`config.mk`:
```
export PLATFORM = sky130hd
export DESIGN_NAME = canwk_matcher
export DESIGN_NICKNAME = d
export VERILOG_FILES = /design/src/rtl/canwk_pkg.sv /design/src/rtl/canwk_id_cmp.sv /design/src/rtl/canwk_data_cmp.sv /design/src/rtl/canwk_count_fsm.sv /design/src/rtl/canwk_matcher.sv
export SDC_FILE = /design/constraint.sdc
export NUM_CORES = 1
export LEC_CHECK = 0
export ABC_AREA = 0
export CAP_MARGIN = 10
export CORE_AREA = 5 5 118 120
export CTS_CLUSTER_DIAMETER = 200
export DETAILED_ROUTE_END_ITERATION = 6
export DIE_AREA = 0 0 123 125
export DONT_BUFFER_PORTS = 1
export GPL_ROUTABILITY_DRIVEN = 0
export SLEW_MARGIN = 20
export SYNTH_ARGS = -nofsm -noshare
export SYNTH_HDL_FRONTEND = slang
export SYNTH_SLANG_ARGS = --single-unit
```
`constraint.sdc`:
```
create_clock -name clk -period 7.5 [get_ports clk]
set_clock_uncertainty 0.05 [all_clocks]
set_input_delay 0.75 -clock clk [delete_from_list [all_inputs] [get_ports clk]]
set_output_delay 0.75 -clock clk [all_outputs]
set_load 0.02 [all_outputs]
```
`src/rtl/canwk_pkg.sv`:
```
package canwk_pkg;
    typedef enum logic [1:0] {
        FT_ONE_HDR = 2'd0,
        FT_ONE_ALL = 2'd1,
        FT_CNT_HDR = 2'd2,
        FT_CNT_ALL = 2'd3
    } ftype_e;

    typedef enum logic [1:0] {
        IDM_MASK  = 2'd0,
        IDM_GE    = 2'd1,
        IDM_LE    = 2'd2,
        IDM_RANGE = 2'd3
    } idmode_e;

    typedef enum logic [1:0] {
        ST_ARMED = 2'd0,
        ST_FIRE  = 2'd1,
        ST_DONE  = 2'd2
    } wk_state_e;
endpackage

```
`src/rtl/canwk_id_cmp.sv`:
```
module canwk_id_cmp #(
    parameter int ID_W  = 29,
    parameter int STD_W = 11
) (
    input  logic [1:0]      mode,
    input  logic            ext,
    input  logic [ID_W-1:0] rx_id,
    input  logic [ID_W-1:0] lo_id,
    input  logic [ID_W-1:0] aux_id,
    output logic            hit
);
    import canwk_pkg::*;
    localparam int PAD_W = ID_W - STD_W;

    logic [ID_W-1:0] width_msk, rx_e, lo_e, aux_e;

    // standard frames compare only the low identifier bits
    assign width_msk = ext ? {ID_W{1'b1}} : {{PAD_W{1'b0}}, {STD_W{1'b1}}};
    assign rx_e  = rx_id  & width_msk;
    assign lo_e  = lo_id  & width_msk;
    assign aux_e = aux_id & width_msk;

    always_comb begin
        unique case (idmode_e'(mode))
            IDM_MASK:  hit = ((rx_e ^ lo_e) & aux_e) == '0;
            IDM_GE:    hit = rx_e >= lo_e;
            IDM_LE:    hit = rx_e <= lo_e;
            IDM_RANGE: hit = (rx_e >= lo_e) && (rx_e <= aux_e);
            default:   hit = 1'b0;
        endcase
    end
endmodule

```
`src/rtl/canwk_data_cmp.sv`:
```
module canwk_data_cmp #(
    parameter int NBYTES = 8,
    parameter int DLC_W  = 4
) (
    input  logic [DLC_W-1:0]    dlc,
    input  logic [8*NBYTES-1:0] rx_data,
    input  logic [8*NBYTES-1:0] exp_data,
    input  logic [8*NBYTES-1:0] msk_data,
    output logic                hit
);
    localparam int                LEN_W = $clog2(NBYTES + 1);
    localparam logic [DLC_W-1:0]  NB_D  = DLC_W'(NBYTES);

    logic [LEN_W-1:0]  len;
    logic [NBYTES-1:0] byte_ok;

    // DLC codes above the byte count still carry NBYTES bytes
    assign len = (dlc > NB_D) ? LEN_W'(NBYTES) : LEN_W'(dlc);

    for (genvar g = 0; g < NBYTES; g++) begin : g_byte
        assign byte_ok[g] = (LEN_W'(g) >= len) ||
            (((rx_data[8*g +: 8] ^ exp_data[8*g +: 8]) & msk_data[8*g +: 8]) == 8'h00);
    end

    assign hit = &byte_ok;
endmodule

```
`src/rtl/canwk_count_fsm.sv`:
```
module canwk_count_fsm #(
    parameter int CNT_W = 8
) (
    input  logic             clk,
    input  logic             rst_n,
    input  logic             clr,
    input  logic             hit,
    input  logic             counting,
    input  logic [CNT_W-1:0] need,
    output logic             pulse,
    output logic             flag
);
    import canwk_pkg::*;

    wk_state_e        state, state_nxt;
    logic [CNT_W-1:0] cnt, cnt_nxt, target;
    logic [CNT_W:0]   cnt_inc;

    assign target  = (!counting || need == '0) ? CNT_W'(1) : need;
    assign cnt_inc = {1'b0, cnt} + 1'b1;

    always_comb begin
        state_nxt = state;
        cnt_nxt   = cnt;
        if (clr) begin
            state_nxt = ST_ARMED;
            cnt_nxt   = '0;
        end else begin
            unique case (state)
                ST_ARMED: if (hit) begin
                    if (cnt_inc >= {1'b0, target}) begin
                        state_nxt = ST_FIRE;
                        cnt_nxt   = target;
                    end else begin
                        cnt_nxt = cnt_inc[CNT_W-1:0];
                    end
                end
                ST_FIRE:  state_nxt = ST_DONE;
                ST_DONE:  state_nxt = ST_DONE;
                default:  state_nxt = ST_ARMED;
            endcase
        end
    end

    always_ff @(posedge clk or negedge rst_n) begin
        if (!rst_n) begin
            state <= ST_ARMED;
            cnt   <= '0;
        end else begin
            state <= state_nxt;
            cnt   <= cnt_nxt;
        end
    end

    always_comb begin
        pulse = (state == ST_FIRE);
        flag  = (state == ST_FIRE) || (state == ST_DONE);
    end

    AST_PULSE_ONCE: assert property (@(posedge clk) disable iff (!rst_n)
        pulse |=> !pulse);
    AST_FLAG_STICKY: assert property (@(posedge clk) disable iff (!rst_n)
        flag && !clr |=> flag);
    AST_CLR_EMPTIES: assert property (@(posedge clk) disable iff (!rst_n)
        clr |=> (state == ST_ARMED) && (cnt == '0));
    AST_PULSE_FROM_HIT: assert property (@(posedge clk) disable iff (!rst_n)
        $rose(pulse) |-> $past(hit));
endmodule

```
`src/rtl/canwk_matcher.sv`:
```
module canwk_matcher #(
    parameter int ID_W   = 29,
    parameter int STD_W  = 11,
    parameter int DLC_W  = 4,
    parameter int NBYTES = 8,
    parameter int CNT_W  = 8
) (
    input  logic                clk,
    input  logic                rst_n,
    input  logic                sw_clr,
    input  logic                frame_vld,
    input  logic                rx_ide,
    input  logic                rx_rtr,
    input  logic [ID_W-1:0]     rx_id,
    input  logic [DLC_W-1:0]    rx_dlc,
    input  logic [8*NBYTES-1:0] rx_data,
    input  logic [1:0]          cfg_ftype,
    input  logic [1:0]          cfg_idmode,
    input  logic                cfg_ide,
    input  logic                cfg_ide_msk,
    input  logic                cfg_rtr,
    input  logic                cfg_rtr_msk,
    input  logic [ID_W-1:0]     cfg_id,
    input  logic [ID_W-1:0]     cfg_id_aux,
    input  logic [DLC_W-1:0]    cfg_dlc_lo,
    input  logic [DLC_W-1:0]    cfg_dlc_hi,
    input  logic [8*NBYTES-1:0] cfg_data,
    input  logic [8*NBYTES-1:0] cfg_data_msk,
    input  logic [CNT_W-1:0]    cfg_need,
    output logic                wake_pulse,
    output logic                wake_flag
);
    import canwk_pkg::*;

    logic id_ok, data_ok, ide_ok, rtr_ok, dlc_ok;
    logic hdr_ok, all_ok, frame_hit;
    ftype_e ftype;

    assign ftype = ftype_e'(cfg_ftype);

    canwk_id_cmp #(.ID_W(ID_W), .STD_W(STD_W)) i_id_cmp (
        .mode   (cfg_idmode),
        .ext    (rx_ide),
        .rx_id  (rx_id),
        .lo_id  (cfg_id),
        .aux_id (cfg_id_aux),
        .hit    (id_ok)
    );

    canwk_data_cmp #(.NBYTES(NBYTES), .DLC_W(DLC_W)) i_data_cmp (
        .dlc      (rx_dlc),
        .rx_data  (rx_data),
        .exp_data (cfg_data),
        .msk_data (cfg_data_msk),
        .hit      (data_ok)
    );

    assign ide_ok = !(cfg_ide_msk && (rx_ide != cfg_ide));
    assign rtr_ok = !(cfg_rtr_msk && (rx_rtr != cfg_rtr));
    assign dlc_ok = (rx_dlc >= cfg_dlc_lo) && (rx_dlc <= cfg_dlc_hi);

    assign hdr_ok = ide_ok && rtr_ok && id_ok;
    assign all_ok = hdr_ok && dlc_ok && data_ok;

    always_comb begin
        unique case (ftype)
            FT_ONE_HDR, FT_CNT_HDR: frame_hit = frame_vld && hdr_ok;
            FT_ONE_ALL, FT_CNT_ALL: frame_hit = frame_vld && all_ok;
            default:                frame_hit = 1'b0;
        endcase
    end

    canwk_count_fsm #(.CNT_W(CNT_W)) i_fsm (
        .clk      (clk),
        .rst_n    (rst_n),
        .clr      (sw_clr),
        .hit      (frame_hit),
        .counting (cfg_ftype[1]),
        .need     (cfg_need),
        .pulse    (wake_pulse),
        .flag     (wake_flag)
    );

    AST_FULL_NEEDS_DLC: assert property (@(posedge clk) disable iff (!rst_n)
        wake_pulse && $past(cfg_ftype) == 2'd1 |->
        $past(frame_vld && rx_dlc >= cfg_dlc_lo && rx_dlc <= cfg_dlc_hi));
    AST_PULSE_NEEDS_STROBE: assert property (@(posedge clk) disable iff (!rst_n)
        $rose(wake_pulse) |-> $past(frame_vld));
endmodule

```
==> results of run 1 <==
==> final timing paths <==
check / from / endpoint / slack (ns) / cells after the start
max: rx_id[11] / i_fsm.cnt[1]$_DFFE_PN0P_ / 4.12 / 11
min: rst_n / i_fsm.cnt[2]$_DFFE_PN0P_ / 0.16 / 0
max reg2reg: i_fsm.cnt[0]$_DFFE_PN0P_ / i_fsm.cnt[2]$_DFFE_PN0P_ / 4.38 / 11
min reg2reg: i_fsm.state[1]$_DFFE_PN0P_ / i_fsm.state[1]$_DFFE_PN0P_ / 0.49 / 2
max in group asynchronous: rst_n / i_fsm.cnt[6]$_DFFE_PN0P_ / 7.17 / 0
min in group clk: i_fsm.state[1]$_DFFE_PN0P_ / i_fsm.state[1]$_DFFE_PN0P_ / 0.49 / 2
==> flip-flops by register name, indices dropped and copies added (netlist names) <==
name,count
i_fsm.cnt,8
i_fsm.state,2
==> worst max-delay path, cell delays in order <==
cell and delay, ns:
sky130_fd_sc_hd__and2_1 0.16, sky130_fd_sc_hd__ha_1 0.32, sky130_fd_sc_hd__inv_1 0.08, sky130_fd_sc_hd__a22o_1 0.24, sky130_fd_sc_hd__or4_4 0.51, sky130_fd_sc_hd__o41ai_2 0.44, sky130_fd_sc_hd__a311oi_1 0.21, sky130_fd_sc_hd__nor2_4 0.18
sky130_fd_sc_hd__nand4_4 0.15, sky130_fd_sc_hd__nor2b_4 0.19, sky130_fd_sc_hd__a22o_1 0.22
==> placed cells by master (no fill, tap or decap), types with 2 or more instances in the layout <==
| master | Yosys | layout |
|---|---|---|
| sky130_fd_sc_hd__dfrtp_1 | 10 | 10 |
| sky130_fd_sc_hd__a31oi_1 | 3 | 3 |
| sky130_fd_sc_hd__o21bai_1 | 3 | 3 |
| sky130_fd_sc_hd__and3_1 | 4 | 4 |
| sky130_fd_sc_hd__a22oi_1 | 29 | 29 |
| sky130_fd_sc_hd__nand2_1 | 60 | 60 |
| sky130_fd_sc_hd__o21ai_1 | 3 | 3 |
| sky130_fd_sc_hd__o22ai_1 | 9 | 9 |
| sky130_fd_sc_hd__clkbuf_16 | 0 | 3 |
| sky130_fd_sc_hd__nor2b_1 | 4 | 4 |
| sky130_fd_sc_hd__a21o_1 | 11 | 11 |
| sky130_fd_sc_hd__nor2_1 | 12 | 12 |
| sky130_fd_sc_hd__a221oi_1 | 4 | 4 |
| sky130_fd_sc_hd__xnor2_1 | 3 | 3 |
| sky130_fd_sc_hd__nand4_1 | 19 | 19 |
| sky130_fd_sc_hd__a22o_1 | 7 | 7 |
| sky130_fd_sc_hd__nor4_1 | 5 | 5 |
| sky130_fd_sc_hd__inv_1 | 47 | 47 |
| sky130_fd_sc_hd__o2111ai_1 | 3 | 3 |
| sky130_fd_sc_hd__o21ai_0 | 12 | 12 |
| sky130_fd_sc_hd__a211oi_1 | 5 | 5 |
| sky130_fd_sc_hd__a311oi_1 | 2 | 2 |
| sky130_fd_sc_hd__ha_1 | 76 | 76 |
| sky130_fd_sc_hd__nand2b_1 | 10 | 10 |
| sky130_fd_sc_hd__a211o_1 | 2 | 2 |
| sky130_fd_sc_hd__and2_1 | 18 | 18 |
| sky130_fd_sc_hd__a21oi_1 | 36 | 35 |
| sky130_fd_sc_hd__xor2_1 | 71 | 71 |
| sky130_fd_sc_hd__nand3_1 | 17 | 17 |
| sky130_fd_sc_hd__nor3b_1 | 2 | 2 |
| sky130_fd_sc_hd__nor3_1 | 7 | 7 |
==> kinds of logic (layout without fill, tap and decap cells) <==
family | after synthesis | after routing
buf+inv | 56 | 50
fa+ha+maj | 76 | 76
xor+xnor | 74 | 74
mux | 1 | 1
flops | 10 | 10
simple gates | 171 | 171
compound gates | 145 | 145
==> power by group <==
group | switching, uW | internal, uW | total (uW) | leakage (uW)
Combinational | 98.7 | 89.0 | 188 | 0.00184
Sequential | 0.432 | 54.6 | 55.0 | 0.000140
Clock | 22.1 | 68.9 | 90.9 | 0.0000370
==> stage by stage <==
stage | hold slack [ns] | cell area (sq um) | util
floorplan | 0.4044 | 4031 | -
global placement | 0.4050 | 4198 | 0.3260
detailed placement | 0.4049 | 4198 | 0.3260
CTS | 0.1605 | 4273 | 0.3319
global route | 0.1531 | 4277 | 0.3322
finish | 0.1631 | 4277 | 0.3322
==> per-layer routing <==
| layer | GRT usage | vias to the layer above | share of wire | wire length, um |
|---|---|---|---|---|
| met5 | 0 | - | 0 | 0 |
| met4 | 0.03974 | 0 | 0.022 | 338 |
| met3 | 0.03749 | 22 | 0.067 | 1036 |
| met2 | 0.3619 | 189 | 0.53 | 8287 |
| met1 | 0.2113 | 1838 | 0.38 | 5888 |
| li1 | - | 1941 | - | - |
==> layout make-up <==
cell class	count	area, sq um	share of cell area
tap	176	220.2	0.05149
clock buffer	3	75.07	0.01755
sequential	10	250.2	0.05851
multi-input combinational	467	3555	0.8312
inverter	47	176.4	0.04125
==> results, run 1 <==
- The total detailed-routing wirelength is 15550 um.
- The starting utilization of the core area is 0.3131.
- The number of standard cells in the layout, taps in and fillers out is 703.
- The worst setup path is launched from a primary input.
- The number of global-route vias before repair was ~4300.
- The largest family of logic cells by synthesized area is compound AO/OA/AOI/OAI gates.
- The total count of hold-check failures in the final report is 0.
- The most common cell in the synthesized netlist is sky130_fd_sc_hd__ha_1.
- The number of filler cells placed in the layout is 1353.
- TritonCTS built the clock tree.
- In this run, the number of DRC markers left after iteration 0 of detailed routing was 170.
- For the worst setup path, the data required time is 7.57 ns.
- The number of nets in the synthesized netlist is just over 900.
- Of the total synthesized cell area, the portion taken by XOR and XNOR cells is 0.1608.
- The HPWL after detailed placement is 14380 um.
- Of all flip-flops after synthesis, the portion carrying an async set or reset was 1.000.
- Clock-pin slew was measured on the worst setup and hold paths at 0.04 ns.
- The synthesized-area fraction occupied by adder cells is 0.2359.
- For the pin with the worst max-slew slack, the measured transition is between 0.6 and 0.7 ns.
- The width of the die is ~120 um.
- The minimum clock period is between 3 and 4 ns.
- Timing analysis after detailed placement gives a worst setup slack of 3.855 ns.
- Of the total synthesized cell area, the portion taken by AND, OR, NAND and NOR gates is 0.2287.
- The final cycle utilization of the critical path is 0.4512.
- Clock tree synthesis inserted a total of 3 buffers.
- The normalized max-slew margin is 0.5442.
- 315 I/O pins were placed.
- The power consumption is 333.7 uW.
- The most instantiated flip-flop cell in the synthesis netlist is sky130_fd_sc_hd__dfrtp_1.
- The net total in the final layout is between 900 and 1000.
- The type of the tightest min-delay check is primary input to async pin.
- The post-synthesis instance total is 533.
- Setup violations remaining at the end of the flow were counted as 0.
- Summed over all instances, the cell type with the most area after synthesis is sky130_fd_sc_hd__ha_1.
- Dividing total power by cell area gives a power density of 78.02 nW/um^2.
- The final routed wire length divided by cell count is 22.12 um.
- In this run the static leakage power is 0.002018 uW.
- The global-route wire length before repair is 22770 um.
- CTS built an H-tree with a depth of 1.
- In the final layout, the share of cells above drive strength 1 is 0.03795.
- The die is 125 um tall.
- In the global route stage, overall resource usage came out at 0.1887.
- The highest clock rate is 295.5 MHz.
- Along the worst path, the maximum fanout reaches 6.
- The maximum vdd ir drop is ~0.086 mV.
- The area share of the leading cell type in the synthesized netlist is 0.2359.
- By area the synthesized netlist is led by sky130_fd_sc_hd__ha_1 24%, sky130_fd_sc_hd__xor2_1 15%, sky130_fd_sc_hd__dfrtp_1 6.2%.
- The worst setup margin is 4.116 ns.
- The buffer cell driving the clock tree root is sky130_fd_sc_hd__clkbuf_16.
- In this run, placement finished with an instance count of 700.
- Yosys mapped a number of flops with a built-in enable equal to 0.
- The number of max-cap violations is 0.
- The flow ran to the end, and the final reports show no timing, DRC or antenna violations.
- Data arrives at the worst endpoint at approximately 3.5 ns.
- The worst setup path is captured at a register.
- The repair_antennas step left the layout with diodes totalling 0.
- The number of DRC violations after detailed routing is 0.
- The pin count of the biggest net entering global routing is 62.
- Measured against the total synthesized area, the mux share comes to 0.002483.
- Once detail routing completed, the nets flagged for antenna violations numbered 0.
- The average size of a mapped cell is 7.564 sq um.
- The clock passes through at most 2 buffers.
- The floorplan die area is between 15000 and 20000 sq um.
- The number of pins with negative max-slew slack in the final report is 0.
- Adding up every negative setup slack in the final design gives 0 ns.
- The post-synthesis instance area is 4031 sq um.
- The synthesized design contains 10 register bits.
- The source-to-sink clock delay at the later pin of the worst-skew pair is 0.23 ns.
- The share of the synthesized area in compound gates (AO/OA/AOI/OAI) is 0.2529.
- Using the TritonRoute via totals, the vias-per-cell ratio works out to 5.676.
- The total clock sinks is 10.
- The worst setup path is of the primary input to register kind.
- The number of antenna violations at the first check in global routing is 0.
- Synthesis instantiated 62 different standard cells from the library.
- The number of hold buffers added after CTS is 0.
- The detailed-routing iteration count for the pre-antenna-repair pass is 4.
- For this run, the register share of the synthesized area comes to 0.06207.
- The placement row count is 42.
- In this run the standard cell core region covers about 13000 sq um.
- For this run the aggregate overflow at the end of global routing stands at 0.
- Port buffering added 0 buffers.
- The Yosys step of the flow raised 0 warnings.
- The area growth from synthesis to layout is 6.083%.
- Setup repair after global routing left no endpoint under its margin.
- The count of instances resized after the clock tree is built is 0.
- The commonest cells after synthesis are 76 x sky130_fd_sc_hd__ha_1, 71 x sky130_fd_sc_hd__xor2_1, 60 x sky130_fd_sc_hd__nand2_1.
- The buffer count from post-CTS setup fixing is 0.
- The overall via count from detail_route is 3990.
Note: power is estimated with default switching activity, not from simulation.
==> inputs of run 2 (changes only) <==
==> constraint.sdc (replaced) <==
create_clock -name clk -period 3.15 [get_ports clk]
set_clock_uncertainty 0.05 [all_clocks]
set_input_delay 0.315 -clock clk [delete_from_list [all_inputs] [get_ports clk]]
set_output_delay 0.315 -clock clk [all_outputs]
set_load 0.02 [all_outputs]
==> results, run 2 (synthesized netlist as in run 1, its figures left out) <==
- For this block, the routed nets add up to 15810 um of wire.
- After detailed routing, the number of vias per cell comes to 5.649.
- The number of pins with negative max-slew slack in the final report was 0.
- The transition time at the pin with the least slew margin is 0.5528 ns.
- The tool flagged a number of max-cap violations equal to 0.
- The placed cell count is 708.
- The most common library cell in the layout ignoring fill and taps is sky130_fd_sc_hd__ha_1.
- Of the cells placed in the final design, the portion with a size suffix greater than 1 is 0.05773.
- Clock tree synthesis selected as its root buffer the cell sky130_fd_sc_hd__clkbuf_16.
- The die is roughly 130 um tall.
- STA classifies the critical path startpoint as a register.
- IR analysis of the VDD net gives a maximum drop of 0.1179 mV.
- The critical path goes through ha_1 > nand3_1 > nor2_1 > xor2_1 > ha_1 > or2_2 > a21oi_1 > a21oi_2 > and3_1 > o31a_1 > a21o_1.
- The pre-antenna-repair detailed-routing pass consisted of 5 iterations.
- The count of endpoints failing setup in the final report is 0.
- Compared with the post-synthesis result, the final layout area differs by 8.473%.
- The detail route stage leaves a number of antenna-violating nets equal to 0.
- The core region is 12870 sq um.
- Detailed placement ended at an HPWL of about 15000 um.
- The cell with the most instances on the worst path is sky130_fd_sc_hd__ha_1.
- The final cycle utilization of the critical path is 0.9296.
- The worst hold margin is 0.08843 ns.
- The flip-flop count of the largest register, all copies and words added is 8.
- The floorplan step set the die width to 123 um.
- The clock input transition at the sequential cells of the worst setup and hold paths is 0.04 ns.
- The total count of hold-check failures in the final report is 0.
- The normalized max-slew margin is 0.6314.
- The longest clock path from root to sink contains 2 buffers.
- The number of filler cells placed in the layout is 1382.
- The placement-stage worst setup slack is -0.1297 ns.
- The top register by number of flip-flops is i_fsm.cnt.
- The level count of the clock H-tree is 1.
- The first global-routing pass estimated 22740 um of wire.
- The total negative slack for setup checks is 0 ns.
- The reported leakage power is 0.002072 uW.
- Power spread over the standard cell area amounts to 191.7 nW/um^2.
- The kind of critical path is register to register.
- Along the worst hold path, the cell count comes to 1.
- The final routed wire length divided by cell count is around 22 um.
- The total track usage is 0.1902.
- In the layout the commonest cells are 76 x sky130_fd_sc_hd__ha_1, 71 x sky130_fd_sc_hd__xor2_1, 60 x sky130_fd_sc_hd__nand2_1.
- The stage delay of the slowest cell on the critical path is 0.40 ns.
- The total global routing overflow is 0.
- The number of global-route vias before repair came to 4199.
- The floorplan die area is 15380 sq um.
- STA classifies the critical path endpoint as a register.
- The number of antenna violations at the first check in global routing is 1.
- For the worst setup path, the data required time is around 3.2 ns.
- The tightest min-delay check is of the primary input to register type.
- The I/O pin count is approximately 320.
- The power consumption is 838.1 uW.
- The net count of the finished layout is 927.
- The starting utilization of the core area is 0.3131.
- The clock tree from TritonCTS is done.
- The detailed router's first-iteration violation count is around 180.
- The number of antenna cells inserted is 0.
- Entering global routing, the biggest net connects 62 pins.
- The worst setup margin is 0.2218 ns.
- Along the worst path, the maximum fanout reaches 12.
- The slowest stage of the critical path is the sky130_fd_sc_hd__dfrtp_1 cell.
- Across all layers, the routed design uses 4028 vias.
- The flow ran to the end, and the final reports show no timing, DRC or antenna violations.
- For this run, design rule violations remaining after detail routing come to 0.
- After clock tree synthesis, the setup repair step added 0 buffers.
- In the final layout, the registers with the most flip-flops are i_fsm.cnt: 8 flops, i_fsm.state: 2 flops.
- The worst path needs 2.928 ns of the cycle, external delays included.
- The highest clock rate is 341.5 MHz.
- The arrival time of the worst setup path is about 3.0 ns.
- The number of clock buffers added by TritonCTS is 3.
- The count of cells in the finished layout, fillers not included, comes to between 700 and 800.
- The later pin in the worst-skew pair is clocked with a latency of 0.24 ns.
- The number of I/O port buffers is 0.
- The total clock sinks is 10.
- For the worst flop-to-flop path, the logic depth is 11.
- The placement row count is 42.
## run 2: final cells by class
class / instances / area, sq um / share of cell area
tap: 176 / 220.2 / 0.05036
multi-input combinational: 467 / 3567 / 0.8157
timing repair buffer: 9 / 70.07 / 0.01602
inverter: 47 / 176.4 / 0.04034
clock buffer: 4 / 88.84 / 0.02031
sequential: 10 / 250.2 / 0.05722
## run 2: path summary, 6_finish.rpt
check	start	endpoint	slack [ns]
hold / removal	sw_clr	i_fsm.state[1]$_DFFE_PN0P_	0.09
setup reg to reg	i_fsm.cnt[1]$_DFFE_PN0P_	i_fsm.cnt[2]$_DFFE_PN0P_	0.22
max in group asynchronous	rst_n	i_fsm.state[0]$_DFFE_PN0P_	2.31
setup / recovery	i_fsm.cnt[1]$_DFFE_PN0P_	i_fsm.cnt[2]$_DFFE_PN0P_	0.22
min in group asynchronous	rst_n	i_fsm.cnt[2]$_DFFE_PN0P_	0.42
hold reg to reg	i_fsm.state[1]$_DFFE_PN0P_	i_fsm.state[1]$_DFFE_PN0P_	0.49
## run 2: critical path: cells and delay by family (launching register included)
kind	cells	cell delay, ns
AOI/OAI and AO/OA	4	0.81
xor gates and xnor gates	1	0.19
adders and majority gates	2	0.50
DFF	1	0.40
and+or+nand+nor	4	0.87
## run 2: layer usage
layer | vias to the layer above | track usage | routed length [um]
met2 | 208 | 0.3635 | 8346
met5 | - | 0 | 13
met4 | 2 | 0.04951 | 421
met3 | 22 | 0.03794 | 1190
met1 | 1834 | 0.2100 | 5832
li1 | 1962 | - | -
## run 2: timing repair
| action | CTS | global route |
|---|---|---|
| setup endpoints to repair | 0 | 9 |
| hold endpoints to repair | 10 | 0 |
| hold buffers | 1 | 0 |
| gates resized for setup | 0 | 3 |
## run 2: where the power goes
group	switching [uW]	internal, uW	total (uW)
clock	58.2	191	249
combinational	241	218	459
sequential	0.832	130	131
total	300	538	838
## run 2: per-stage QoR
stage	utilization	area, sq um
2_1_floorplan	-	4039
3_3_place_gp	0.3312	4264
3_5_place_dp	0.3312	4264
4_1_cts	0.3389	4363
5_1_grt	0.3397	4373
6_report	0.3397	4373
==> inputs of run 3 (changes only) <==
==> constraint.sdc (replaced) <==
create_clock -name clk -period 3.62 [get_ports clk]
set_clock_uncertainty 0.05 [all_clocks]
set_input_delay 0.362 -clock clk [delete_from_list [all_inputs] [get_ports clk]]
set_output_delay 0.362 -clock clk [all_outputs]
set_load 0.02 [all_outputs]
==> results, run 3 (synthesized netlist as in run 1, its figures left out) <==
- The flow ran to the end, and the final reports show no timing, DRC or antenna violations.
- The clock input transition at the sequential cells of the worst setup and hold paths is 0.04 ns.
- The die boundary height is 125 um.
- The post-route standard cell area excluding fillers is 4304 sq um.
- The number of standard cells in the layout, taps in and fillers out is 706.
- The register with the most flip-flops in the layout has 8 of them.
- In this run the deepest clock path goes through 2 buffers.
- The area after detailed placement is 4205 sq um.
- By startpoint and endpoint, the worst setup path is classified as register to register.
- The largest registers in the layout are i_fsm.cnt: 8 flops, i_fsm.state: 2 flops.
- The reported leakage power is 0.002035 uW.
- The arrival time of the worst setup path is roughly 3.3 ns.
- The clock period could shrink to 3.230 ns.
- At the pin with the least slew margin, the transition time is 1.037 ns.
- The type of the tightest min-delay check is primary input to register.
- The area growth from synthesis to layout is 6.766%.
- At the worst endpoint, the required time is roughly 3.7 ns.
- The number of clock buffers added by TritonCTS is 3.
- Setup repair after global routing left no endpoint under its margin.
- The total track usage is 0.1880.
- In the layout the commonest cells are 76 x sky130_fd_sc_hd__ha_1, 71 x sky130_fd_sc_hd__xor2_1, 60 x sky130_fd_sc_hd__nand2_1.
- The number of pins with negative max-slew slack in the final report is 0.
- Entering global routing, the biggest net connects 62 pins.
- The placeable core area is 12870 sq um.
- The total detailed-routing wirelength is 15560 um.
- The tool flagged a number of max-cap violations equal to 0.
- The number of DRC violations after detailed routing is 0.
- The switching part of the total is 0.3571.
- The source-to-sink clock delay at the later pin of the worst-skew pair is 0.24 ns.
- The detailed router's first-iteration violation count is between 100 and 150.
- The first global-routing pass estimated 22590 um of wire.
- The combinational fraction of design power is 0.537.
- The placed cell count is 701.
- The most common library cell in the layout ignoring fill and taps is sky130_fd_sc_hd__ha_1.
- Overall power consumption after layout is estimated at about 720 uW.
- Port buffering added 0 buffers.
- The floorplan die area is ~15000 sq um.
- The detailed-routing iteration count for the pre-antenna-repair pass is 5.
- The repair_antennas step left the layout with diodes totalling 0.
- Of the total power, registers draw 0.158.
- The net total in the final layout is 920.
- The half-perimeter wire length of the detailed placement result is 14400 um.
- The final cycle utilization of the critical path is 0.8924.
- The number of global-route vias before repair is between 4000 and 5000.
- The element type at the critical path start is a register.
- The starting utilization of the core area is 0.3131.
- The part of the power in the clock network is 0.305.
- The total count of hold-check failures in the final report is 0.
- Once detail routing completed, the nets flagged for antenna violations numbered 0.
- The top register by number of flip-flops is i_fsm.cnt.
- The maximum vdd ir drop is between 0.1 and 0.15 mV.
- The number of antenna violations at the first check in global routing is 0.
- Setup violations remaining at the end of the flow were counted as 0.
- The normalized max-slew margin is 0.3089.
- Dividing total power by cell area gives a power density of 167.6 nW/um^2.
- After global routing the overflow that remains totals 0.
- The buffer cell driving the clock tree root is sky130_fd_sc_hd__clkbuf_16.
- TritonCTS built the clock tree.
- The initialized floorplan defines between 40 and 50 standard-cell rows.
- Cell internal power was estimated by the tool at 463.7 uW.
- After detailed routing, the average wire length per cell comes to roughly 22 um.
- The total negative slack for setup checks is 0 ns.
- After detailed routing, the number of vias per cell comes to 5.684.
- The total clock sinks is 10.
- Along the worst path, the maximum fanout reaches 16.
- The proportion of layout cells with a drive suffix above 1 is 0.03962.
- The I/O pin count is 315.
- Across all layers, the routed design uses 4013 vias.
- In this run the number of H-tree levels came out at 1.
- STA classifies the critical path endpoint as a register.
- The analysis attributes to net switching a power of between 200 and 300 uW.
- The width of the die is about 120 um.
- For this run, the top clock speed supported by timing is 309.6 MHz.
-- run 3: changes by cell type in the layout (fill, tap and decap cells not counted), sizes merged --
cell,delta
buf,-7
-- run 3: worst max-delay path, stage by stage (launching register included) --
cell                      delay [ns]
sky130_fd_sc_hd__dfrtp_1        0.42
sky130_fd_sc_hd__ha_1           0.26
sky130_fd_sc_hd__nand3_1        0.16
sky130_fd_sc_hd__nor2_1         0.23
sky130_fd_sc_hd__xor2_1         0.10
sky130_fd_sc_hd__ha_1           0.28
sky130_fd_sc_hd__or2_2          0.09
sky130_fd_sc_hd__a21oi_1        0.09
sky130_fd_sc_hd__a21oi_1        0.81
sky130_fd_sc_hd__nand4_1        0.27
sky130_fd_sc_hd__a21bo_1        0.25
sky130_fd_sc_hd__a21oi_1        0.14
-- run 3: timing repair --
action | CTS | global route
hold buffers | 1 | 0
gates resized for setup | 0 | 0
hold endpoints to repair | 10 | 0
buffers inserted | 0 | 0
-- run 3: final cells by class --
| cell class | count | area, sq um |
|---|---|---|
| well taps | 176 | 220.2 |
| multi-input cells | 467 | 3551 |
| clock buffers | 4 | 88.84 |
| fillers | 1353 | 8571 |
| flip-flops and latches | 10 | 250.2 |
| inverters | 47 | 176.4 |
| repair buffers | 2 | 17.52 |
-- run 3: stage by stage --
stage | hold WS [ns] | util | setup slack [ns]
6_report | 0.1336 | 0.3343 | 0.3896
5_1_grt | 0.1297 | 0.3343 | 0.05758
4_1_cts | 0.1271 | 0.3343 | 0.4301
3_5_place_dp | 0.01687 | 0.3266 | 0.3415
3_3_place_gp | 0.01684 | 0.3266 | 0.3961
2_1_floorplan | 0.01641 | - | 0.4085
-- run 3: power by group through the flow --
stage	Sequential (uW)	Combinational (uW)	Clock [uW]
2_1_floorplan	115	315	0
3_3_place_gp	115	375	0
3_5_place_dp	115	384	0
4_1_cts	114	389	225
5_1_grt	114	443	231
6_report	114	388	220
-- run 3: path summary, 6_finish.rpt --
path | startpoint | end | slack, ns | depth (start not counted)
setup / recovery | i_fsm.cnt[0]$_DFFE_PN0P_ | i_fsm.state[1]$_DFFE_PN0P_ | 0.39 | 11
hold / removal | sw_clr | i_fsm.cnt[6]$_DFFE_PN0P_ | 0.13 | 1
setup reg to reg | i_fsm.cnt[0]$_DFFE_PN0P_ | i_fsm.state[1]$_DFFE_PN0P_ | 0.39 | 11
hold reg to reg | i_fsm.state[0]$_DFFE_PN0P_ | i_fsm.state[0]$_DFFE_PN0P_ | 0.50 | 2
max in group asynchronous | rst_n | i_fsm.cnt[4]$_DFFE_PN0P_ | 2.74 | 1
min in group asynchronous | rst_n | i_fsm.state[0]$_DFFE_PN0P_ | 0.46 | 1
-- run 3: layer usage --
layer / vias to the layer above / wire length, um / global-route usage / share of wire
li1: 1951 / - / - / -
met1: 1824 / 5697 / 0.2087 / 0.37
met2: 208 / 8108 / 0.3506 / 0.52
met3: 30 / 1219 / 0.03613 / 0.078
met4: 0 / 533 / 0.06580 / 0.034
met5: - / 0 / 0 / 0
